==> config.mk <==
export PLATFORM = sky130hd
export DESIGN_NAME = snoop_wb_ctrl
export DESIGN_NICKNAME = d
export VERILOG_FILES = /design/src/rtl/snwb_pkg.sv /design/src/rtl/snwb_line_buf.sv /design/src/rtl/snwb_seq.sv /design/src/rtl/snoop_wb_ctrl.sv
export SDC_FILE = /design/constraint.sdc
export NUM_CORES = 1
export LEC_CHECK = 0
export ABC_AREA = 0
export BUFFER_PORTS_ARGS = -buffer_cell sky130_fd_sc_hd__buf_2
export CAP_MARGIN = 10
export CORE_MARGIN = 3
export CORE_UTILIZATION = 46
export CTS_CLUSTER_DIAMETER = 100
export DETAILED_ROUTE_END_ITERATION = 8
export GPL_ROUTABILITY_DRIVEN = 0
export GPL_TIMING_DRIVEN = 0
export PLACE_DENSITY = 0.83
export SLEW_MARGIN = 15
export SYNTH_ARGS = -nofsm -noshare
export SYNTH_HDL_FRONTEND = slang
export SYNTH_SLANG_ARGS = --single-unit
==> constraint.sdc <==
create_clock -name clk_i -period 1.8 [get_ports clk_i]
set_clock_uncertainty 0.1 [all_clocks]
set_input_delay 0.18 -clock clk_i [delete_from_list [all_inputs] [get_ports clk_i]]
set_output_delay 0.18 -clock clk_i [all_outputs]
set_load 0.01 [all_outputs]
==> src/rtl/snwb_pkg.sv <==
package snwb_pkg;
  typedef enum logic [2:0] {
    ST_IDLE,
    ST_GAP,   // dead clock before a snoop-forced strobe
    ST_ADDR,  // address strobe clock
    ST_XFER,  // waiting for ready / burst-ready
    ST_BOFF   // backed off, bus floated
  } wb_state_e;
endpackage

==> src/rtl/snwb_line_buf.sv <==
module snwb_line_buf #(
  parameter int DW    = 32,
  parameter int BEATS = 4,
  localparam int BW   = $clog2(BEATS)
) (
  input  logic                clk_i,
  input  logic                rst_ni,
  input  logic                load_i,
  input  logic [DW*BEATS-1:0] line_i,
  input  logic [BW-1:0]       sel_i,
  output logic [DW-1:0]       word_o
);
  logic [DW-1:0] ent_q [BEATS];

  for (genvar g = 0; g < BEATS; g++) begin : g_ent
    always_ff @(posedge clk_i or negedge rst_ni) begin
      if (!rst_ni)     ent_q[g] <= '0;
      else if (load_i) ent_q[g] <= line_i[g*DW +: DW];
    end
  end

  assign word_o = ent_q[sel_i];
endmodule

==> src/rtl/snwb_seq.sv <==
module snwb_seq
  import snwb_pkg::*;
#(
  parameter int BEATS = 4,
  localparam int BW   = $clog2(BEATS)
) (
  input  logic          clk_i,
  input  logic          rst_ni,
  input  logic          start_i,
  input  logic          rdy_i,
  input  logic          brdy_i,
  input  logic          boff_i,
  output wb_state_e     state_o,
  output logic [BW-1:0] beat_o,
  output logic          hitm_o,
  output logic          done_o
);
  localparam logic [BW-1:0] LAST = BW'(BEATS - 1);

  wb_state_e     st_q, st_d;
  logic [BW-1:0] beat_q, beat_d;
  logic          hitm_q, hitm_d, done_d, done_q;

  always_comb begin
    st_d   = st_q;
    beat_d = beat_q;
    hitm_d = hitm_q;
    done_d = 1'b0;
    unique case (st_q)
      ST_IDLE: if (start_i) begin
        st_d   = ST_GAP;
        beat_d = '0;
        hitm_d = 1'b1;
      end
      ST_GAP:  st_d = boff_i ? ST_BOFF : ST_ADDR;
      ST_ADDR: st_d = boff_i ? ST_BOFF : ST_XFER;
      ST_XFER: begin
        if (boff_i) begin
          st_d = ST_BOFF;
        end else if (rdy_i || brdy_i) begin
          if (beat_q == LAST) begin
            st_d   = ST_IDLE;
            hitm_d = 1'b0;
            done_d = 1'b1;
          end else begin
            beat_d = beat_q + 1'b1;
            // plain ready closes the cycle; burst-ready stays in it
            if (rdy_i) st_d = ST_ADDR;
          end
        end
      end
      ST_BOFF: begin
        beat_d = '0;
        if (!boff_i) st_d = ST_GAP;
      end
      default: st_d = ST_IDLE;
    endcase
    if (boff_i && (st_q inside {ST_GAP, ST_ADDR, ST_XFER})) beat_d = '0;
  end

  always_ff @(posedge clk_i or negedge rst_ni) begin
    if (!rst_ni) begin
      st_q   <= ST_IDLE;
      beat_q <= '0;
      hitm_q <= 1'b0;
      done_q <= 1'b0;
    end else begin
      st_q   <= st_d;
      beat_q <= beat_d;
      hitm_q <= hitm_d;
      done_q <= done_d;
    end
  end

  assign state_o = st_q;
  assign beat_o  = beat_q;
  assign hitm_o  = hitm_q;
  assign done_o  = done_q;

  p_hitm_busy_r7: assert property (@(posedge clk_i) disable iff (!rst_ni)
    (st_q != ST_IDLE) |-> hitm_q);
  p_gap_then_strobe_r6: assert property (@(posedge clk_i) disable iff (!rst_ni)
    (st_q == ST_GAP && !boff_i) |=> (st_q == ST_ADDR && beat_q == '0));
  p_boff_restart_r10: assert property (@(posedge clk_i) disable iff (!rst_ni)
    (st_q == ST_BOFF) |-> beat_q == '0 || $past(st_q) != ST_BOFF);
  p_done_pulse_r11: assert property (@(posedge clk_i) disable iff (!rst_ni)
    done_q |=> !done_q);
endmodule

==> src/rtl/snoop_wb_ctrl.sv <==
module snoop_wb_ctrl
  import snwb_pkg::*;
#(
  parameter int AW     = 32,
  parameter int DW     = 32,
  parameter int BEATS  = 4,
  localparam int BW    = $clog2(BEATS),
  localparam int BYW   = $clog2(DW / 8),
  localparam int OFF_W = BW + BYW,
  localparam int LW    = DW * BEATS
) (
  input  logic              clk_i,
  input  logic              rst_ni,
  input  logic              hold_i,
  input  logic              snp_i,
  input  logic              snp_inv_i,
  input  logic [AW-1:OFF_W] snp_addr_i,
  input  logic              lk_hit_mod_i,
  input  logic [LW-1:0]     lk_line_i,
  input  logic              rdy_i,
  input  logic              brdy_i,
  input  logic              boff_i,
  output logic              ads_o,
  output logic [AW-1:BYW]   addr_o,
  output logic [DW-1:0]     data_o,
  output logic              wr_o,
  output logic              cache_o,
  output logic              blast_o,
  output logic              float_o,
  output logic              hitm_o,
  output logic              inval_o,
  output logic [AW-1:OFF_W] inval_addr_o
);
  localparam logic [BW-1:0] LAST = BW'(BEATS - 1);

  wb_state_e         st;
  logic [BW-1:0]     beat;
  logic              start, done, on_bus;
  logic [AW-1:OFF_W] laddr_q;
  logic [DW-1:0]     word;

  assign start = (st == ST_IDLE) && snp_i && hold_i && snp_inv_i && lk_hit_mod_i;

  snwb_seq #(.BEATS(BEATS)) u_seq (
    .clk_i   (clk_i),
    .rst_ni  (rst_ni),
    .start_i (start),
    .rdy_i   (rdy_i),
    .brdy_i  (brdy_i),
    .boff_i  (boff_i),
    .state_o (st),
    .beat_o  (beat),
    .hitm_o  (hitm_o),
    .done_o  (done)
  );

  snwb_line_buf #(.DW(DW), .BEATS(BEATS)) u_buf (
    .clk_i  (clk_i),
    .rst_ni (rst_ni),
    .load_i (start),
    .line_i (lk_line_i),
    .sel_i  (beat),
    .word_o (word)
  );

  always_ff @(posedge clk_i or negedge rst_ni) begin
    if (!rst_ni)    laddr_q <= '0;
    else if (start) laddr_q <= snp_addr_i;
  end

  assign on_bus       = (st == ST_ADDR) || (st == ST_XFER);
  assign ads_o        = (st == ST_ADDR);
  assign wr_o         = on_bus;
  assign cache_o      = on_bus;
  assign blast_o      = on_bus && (beat == LAST);
  assign float_o      = (st == ST_BOFF);
  assign addr_o       = {laddr_q, beat};
  assign data_o       = on_bus ? word : '0;
  assign inval_o      = done;
  assign inval_addr_o = laddr_q;

  p_ads_single_r5: assert property (@(posedge clk_i) disable iff (!rst_ni)
    ads_o |=> !ads_o);
  p_ads_write_r9: assert property (@(posedge clk_i) disable iff (!rst_ni)
    ads_o |-> (wr_o && cache_o));
  p_float_quiet_r10: assert property (@(posedge clk_i) disable iff (!rst_ni)
    float_o |-> (!ads_o && !wr_o && !blast_o));
  p_hitm_fall_r7: assert property (@(posedge clk_i) disable iff (!rst_ni)
    $fell(hitm_o) |-> ($past(blast_o) && ($past(rdy_i) || $past(brdy_i)) && !$past(boff_i)));
  p_inval_after_r11: assert property (@(posedge clk_i) disable iff (!rst_ni)
    inval_o |-> (!hitm_o && $past(hitm_o)));
  p_first_strobe_gap_r6: assert property (@(posedge clk_i) disable iff (!rst_ni)
    (ads_o && addr_o[BW-1+BYW:BYW] == '0) |-> ($past(st) == ST_GAP));
  p_hold_line_r2: assert property (@(posedge clk_i) disable iff (!rst_ni)
    hitm_o && $past(hitm_o) |-> $stable(laddr_q));
endmodule

Yosys cells after proc, flatten, opt, wreduce, memory -nomap -nowiden
Index checks and enable logic that the tools add are counted.
{"block": "op_classes", "n_reduce_logical": 15, "addsub": 1, "n_eq_ne": 16, "magnitude_cmp": 1, "bitwise": 1, "n_mux": 28}
{"op": "two-way mux 32 bit", "n": 3}
{"op": "binary-select mux 32 bit (select 2 bit)", "n": 1}
{"op": "two-way mux 3 bit", "n": 8}
{"op": "case mux 3 bit (5 select lines)", "n": 1}
{"op": "!= test 3 x 2 -> 1 bit, second input constant", "n": 4}
{"op": "two-way mux 2 bit", "n": 5}
{"op": "AND reduction 5 bit", "n": 2}
{"op": "two-way mux 1 bit", "n": 8}
{"op": "equality test 3 x 2 -> 1 bit, second input constant", "n": 2}
{"op": "logical AND 1 bit", "n": 6}
{"op": "!= test 2 bit, second input constant", "n": 3}
{"op": "case mux 2 bit (3 select lines)", "n": 1}
{"op": "!= test 2 x 1 -> 1 bit, second input constant", "n": 2}
{"op": "!= test 4 x 3 -> 1 bit, second input constant", "n": 1}
{"op": "AND reduction 4 bit", "n": 1}
{"op": "nonzero test 4 bit", "n": 1}
{"op": "equality test 3 x 1 -> 1 bit, second input constant", "n": 1}
{"op": "equality test 3 bit, second input constant", "n": 1}
{"op": "greater-or-equal comparator 3 bit, second input constant", "n": 1}
{"op": "logical NOT 3 bit", "n": 1}
{"op": "!= test 3 x 1 -> 1 bit, second input constant", "n": 1}
{"op": "inverter 2 -> 3 bit", "n": 1}
{"op": "nonzero test 3 bit", "n": 1}
{"op": "adder 2 x 1 -> 2 bit, second input constant", "n": 1}
{"op": "4 further kinds", "n": 5}
{"block": "totals", "out_inout_bits": 97, "regBits": 163, "in_bits": 165, "word_cells": 71}

Depth between registers and ports, before layout
{"block": "depth", "depth_word": 8, "ltp_mapped": 5}

By module
From an unflattened synthesis, not the netlist that was laid out.
{"block": "hier_totals", "cells_unflattened": 476, "area_unflattened_um2": 7514.7}
{"mod": "snwb_line_buf", "cells_per_inst": 309, "area_each_um2": 5556.6, "n_inst": 1}
{"mod": "snoop_wb_ctrl", "cells_per_inst": 129, "area_each_um2": 1579.0, "n_inst": 1}
{"mod": "snwb_seq", "cells_per_inst": 38, "area_each_um2": 379.1, "n_inst": 1}

Worst setup path before layout
OpenSTA, ideal clock, no wires.
{"block": "synth_timing", "path_type": "flip-flop to output port", "from": "register u_seq.beat_q[0] (netlist: u_seq.beat_o[0])", "to": "output port data_o[10]", "required_time_ns": 1.520, "n_path_buf": 2, "t_arrival_ns": 1.620, "path_stages_with_launch": 5, "setup_slack_ns": -0.100, "path_cell_list": "dfrtp_1 -> buf_2 -> buf_2 -> mux4_2 -> and2_1"}
{"block": "synth_via", "elab_chain_cells": 5}
{"element": "start, declared", "line": "snwb_seq.sv:21", "text": "logic [BW-1:0] beat_q, beat_d;"}
{"element": "start signal, assigned", "line": "snwb_seq.sv:69", "text": "beat_q <= beat_d;"}
{"element": "inverter 2 -> 3 bit (implied by the code)", "line": "snwb_line_buf.sv:22", "text": "assign word_o = ent_q[sel_i];"}
{"element": "binary-select mux 32 bit (select 2 bit)", "line": "snwb_line_buf.sv:22"}
{"element": "two-way mux 32 bit (implied by the code) (2 in series)", "line": "snwb_line_buf.sv:22"}
{"element": "two-way mux 32 bit", "line": "snoop_wb_ctrl.sv:78", "text": "assign data_o = on_bus ? word : '0;"}
{"element": "end, declared", "line": "snoop_wb_ctrl.sv:25", "text": "output logic [DW-1:0] data_o,"}
Every way passes these cells. The select of a mux whose other input is x is not followed.

Worst setup path in the final report
{"block": "layout_timing", "from": "register u_seq.beat_q[0] (netlist: u_seq.beat_o[0])", "to": "output port data_o[13]"}
Same word-level chain as after synthesis.

==> metrics.log <==
[metrics] area of the multi-input gates: 3580 um^2
[metrics] IO Count: 262
[metrics] distinct cell type count after synthesis: 28
[metrics] clock insertion delay at the later pin of the skew report: 0.42 ns
[metrics] Yosys warning count: 0
[metrics] Post-synth top cells: dfrtp_1 (163), mux2_1 (129), and2_1 (35), mux4_2 (32), buf_4 (30)
[metrics] Final Net Count: 1129
[metrics] worst slew slack as a fraction of its limit: 61.4%
[metrics] Final Cycle Share: 124%
[metrics] half-perimeter wire length of the detailed placement result: 13100 um
[metrics] type of the worst setup path: reg2out
[metrics] Post-synth EDFFs: 0
[metrics] r2r worst-path depth: 8
[metrics] count of endpoints failing setup in the final report: 160
[metrics] depth of the worst hold-timing path: 4
[metrics] ratio of total power to cell area: 1450 nW/um^2
[metrics] final hold slack: 0.0774 ns
[metrics] number of vias per cell after detailed routing: 5.21
[metrics] Max Transition Viols Final: 0
[metrics] hold-critical path endpoint: u_seq.state_o[1]
[metrics] cell taking the most area after synthesis: dfrtp_1
[metrics] clock slew at the register clock pins of the worst setup and hold paths: 0.06 ns
[metrics] dominant register cell in the synthesized netlist: dfrtp_1
[metrics] mapped cell area: 7530 um^2
[metrics] RSZ-0062 raised after global routing: yes
[metrics] Mapped Nets: 648
[metrics] Filler cells: 801
[metrics] register area: 4080 um^2
[metrics] die area: 17900 um^2
[metrics] failing checks: setup timing
[metrics] number of CTS-inserted buffers: 17
[metrics] Synth Instances: 482
[metrics] Buf/Inv on CP: 3
[metrics] class of the worst hold path: in2reg
[metrics] Period minus WS final: 2.22 ns
[metrics] Via Count: 6200
[metrics] clock tree sinks: 163
[metrics] endpoint required time on the critical path: 1.52 ns
[metrics] number of global-route vias before repair: 7196
[metrics] area inside the core boundary: 15900 um^2
[metrics] element type at the critical path start: register
[metrics] routed wire length per instance: 23.0 um
[metrics] TritonCTS clock tree: built
[metrics] max-cap viol count: 0
[metrics] leftover overflow at the end of global routing: 0
[metrics] arrival time of data at the critical path endpoint: 1.94 ns
[metrics] average cell area after synthesis: 15.6 um^2
[metrics] maximum fanout count along the critical path: 10
[metrics] Max VDD drop: 0.817 mV
[metrics] worst r2r src: u_seq.state_o[1]
[metrics] post-route ant nets: 0
[metrics] number of remaining DRC errors: 0
[metrics] cell chain of the critical path: buf_8, buf_12, mux4_2, and2_4, buf_6
[metrics] proportion of netlist area held by the largest area contributor: 54.2%
[metrics] combined global-route utilization of all metal layers: 31.0%
[metrics] wire length of the first global-routing pass: 41900 um
[metrics] initial antenna violation count: 0
[metrics] capture instance of the worst register-to-register path: u_buf.ent_q[0]
[metrics] Seq cells post-synth: 163
[metrics] setup TNS after final layout: -21.22 ns
[metrics] # port buffers: 261
[metrics] DIE HEIGHT: 134 um
[metrics] number of hold violations in the final report: 0
[metrics] initial drt markers: 291
[metrics] layout-stage area growth over the synthesis result: 73.2%
[metrics] H-tree depth: 4
[metrics] TritonRoute pass-1 iters: 4
[metrics] Peak Freq: 450 MHz
[metrics] pin count of the biggest net entering global routing: 92
[metrics] clock root buffer: clkbuf_16
[metrics] leading post-synthesis cells by cell area: dfrtp_1 (54%), mux2_1 (19%), mux4_2 (9.6%)
[metrics] worst-case clock buffer depth: 2
[metrics] final worst setup slack: -0.423 ns
[metrics] Detailed Route WL: 27400 um
[metrics] outcome: finished, violations left
[metrics] Slew @ Worst Pin: 0.579 ns
[metrics] master of the slowest instance on the critical path: mux4_2
[metrics] leakage power figure: 0.00621 uW
[metrics] Final Cell Area: 13000 um^2
[metrics] total number of cells along the worst setup path: 5
[metrics] number of standard cells in the final layout excluding fillers: 1191
[metrics] effective utilization at floorplan: 47.2%
[metrics] stage delay of the slowest cell on the critical path: 0.53 ns
[metrics] top-count cell post-synth: dfrtp_1
[metrics] share of cells above drive strength 1: 63.0%
[metrics] cell area reported after detailed placement: 9150 um^2
[metrics] Site Rows: 46
[metrics] Critical Path End Type: output port
[metrics] reg-to-reg slack, setup: -0.19 ns
[metrics] total inserted antenna cells: 0
[metrics] sequential area share after synthesis: 54.2%
[metrics] Die W: 134 um
[metrics] number of placed cells counting well taps: 960
[metrics] Async SR Flop Fraction: 100%
[metrics] kind of cell adding the most delay to the critical path: multiplexers
[metrics] startpoint of the tightest hold check path: brdy_i
logic make-up (layout without fill, tap and decap cells):
group	after synthesis	count (layout)	share of synthesized area, %
buffers and inverters	62	555	7.29
AO/OA/AOI/OAI	12	12	0.997
adder cells (fa/ha/maj)	1	1	0.166
AND/OR/NAND/NOR	56	56	4.50
multiplexers	188	188	32.9
flip-flops	163	163	54.2
sequential cells by signal (all words and copies together), names as in the netlist:
signal,count
u_seq.beat_o,2
u_seq.hitm_o,1
u_seq.done_o,1
u_seq.state_o,3
u_buf.ent_q,128
inval_addr_o,28
metal layers:
layer	part of all wire, %	global-route usage, %
met1	37	34.5
met2	55	57.9
met3	5.0	6.45
met4	3.3	12.3
met5	0	0
worst max path at each step:
stage | slack, ns | startpoint | endpoint
2_1_floorplan | -0.01 | u_seq.beat_o[0] | data_o[10]
4_1_cts | -0.41 | u_seq.beat_o[0] | data_o[22]
5_1_grt | -0.48 | u_seq.beat_o[0] | data_o[7]
3_3_place_gp | -2.11 | rst_ni | u_buf.ent_q[103]
3_5_place_dp | -0.49 | u_seq.beat_o[1] | data_o[20]
6_report | -0.42 | u_seq.beat_o[0] | data_o[13]
through the flow:
stage,utilization (%),total power (uW),worst slack [ns]
final,81.8,19000,-0.423
after CTS,82.8,18300,-0.412
after detailed placement,57.4,11800,-0.490
after floorplan,-,9890,-0.0105
after global placement,57.2,11500,-2.11
after global routing,81.8,19800,-0.483
worst min-delay path, stage by stage:
cell    delay (ns)
buf_2         0.10
nor2_1        0.08
nor2_1        0.13
nor4_1        0.06
cells in the final DEF (no fill, tap or decap), types with 2 or more instances in the layout:
cell | synthesis | final
and2_1 | 35 | 9
and2_4 | 0 | 26
buf_12 | 10 | 34
buf_16 | 0 | 6
buf_2 | 9 | 237
buf_4 | 30 | 38
buf_6 | 4 | 32
buf_8 | 0 | 8
bufinv_16 | 0 | 4
clkbuf_16 | 0 | 17
clkbuf_4 | 0 | 3
clkbuf_8 | 0 | 5
clkinv_2 | 0 | 3
dfrtp_1 | 163 | 162
dlygate4sd3_1 | 0 | 160
inv_6 | 0 | 3
mux2_4 | 0 | 156
mux4_2 | 32 | 32
nand2_1 | 4 | 4
nand2b_1 | 3 | 2
nor2_1 | 7 | 5
nor4_1 | 2 | 2
o21ai_0 | 6 | 6
cell type report:
type | instances | share of cell area, %
flip-flops and latches | 163 | 31.3
repair buffers | 464 | 28.9
multi-input cells | 257 | 27.4
plain buffers | 58 | 5.42
clock buffers | 19 | 3.40
well taps | 216 | 2.07
clock inverters | 12 | 1.36
inverters | 2 | 0.115
power breakdown:
part / total [uW] / leakage, uW / internal (uW) / switching (uW)
sequential: 6910 / 0.00197 / 5520 / 1390
combinational: 8150 / 0.00393 / 5370 / 2780
clock: 3910 / 0.000304 / 2360 / 1540
total: 19000 / 0.00621 / 13300 / 5710
repair_timing:
action | CTS | global route
pin swaps | 6 | 3
endpoints found under the hold margin | 231 | 0
resized for setup | 269 | 43
gates cloned | 19 | 0
buffers inserted | 29 | 8
setup endpoints to repair | 191 | 193
hold buffers | 160 | 0
(Power assumes the default switching activity.)
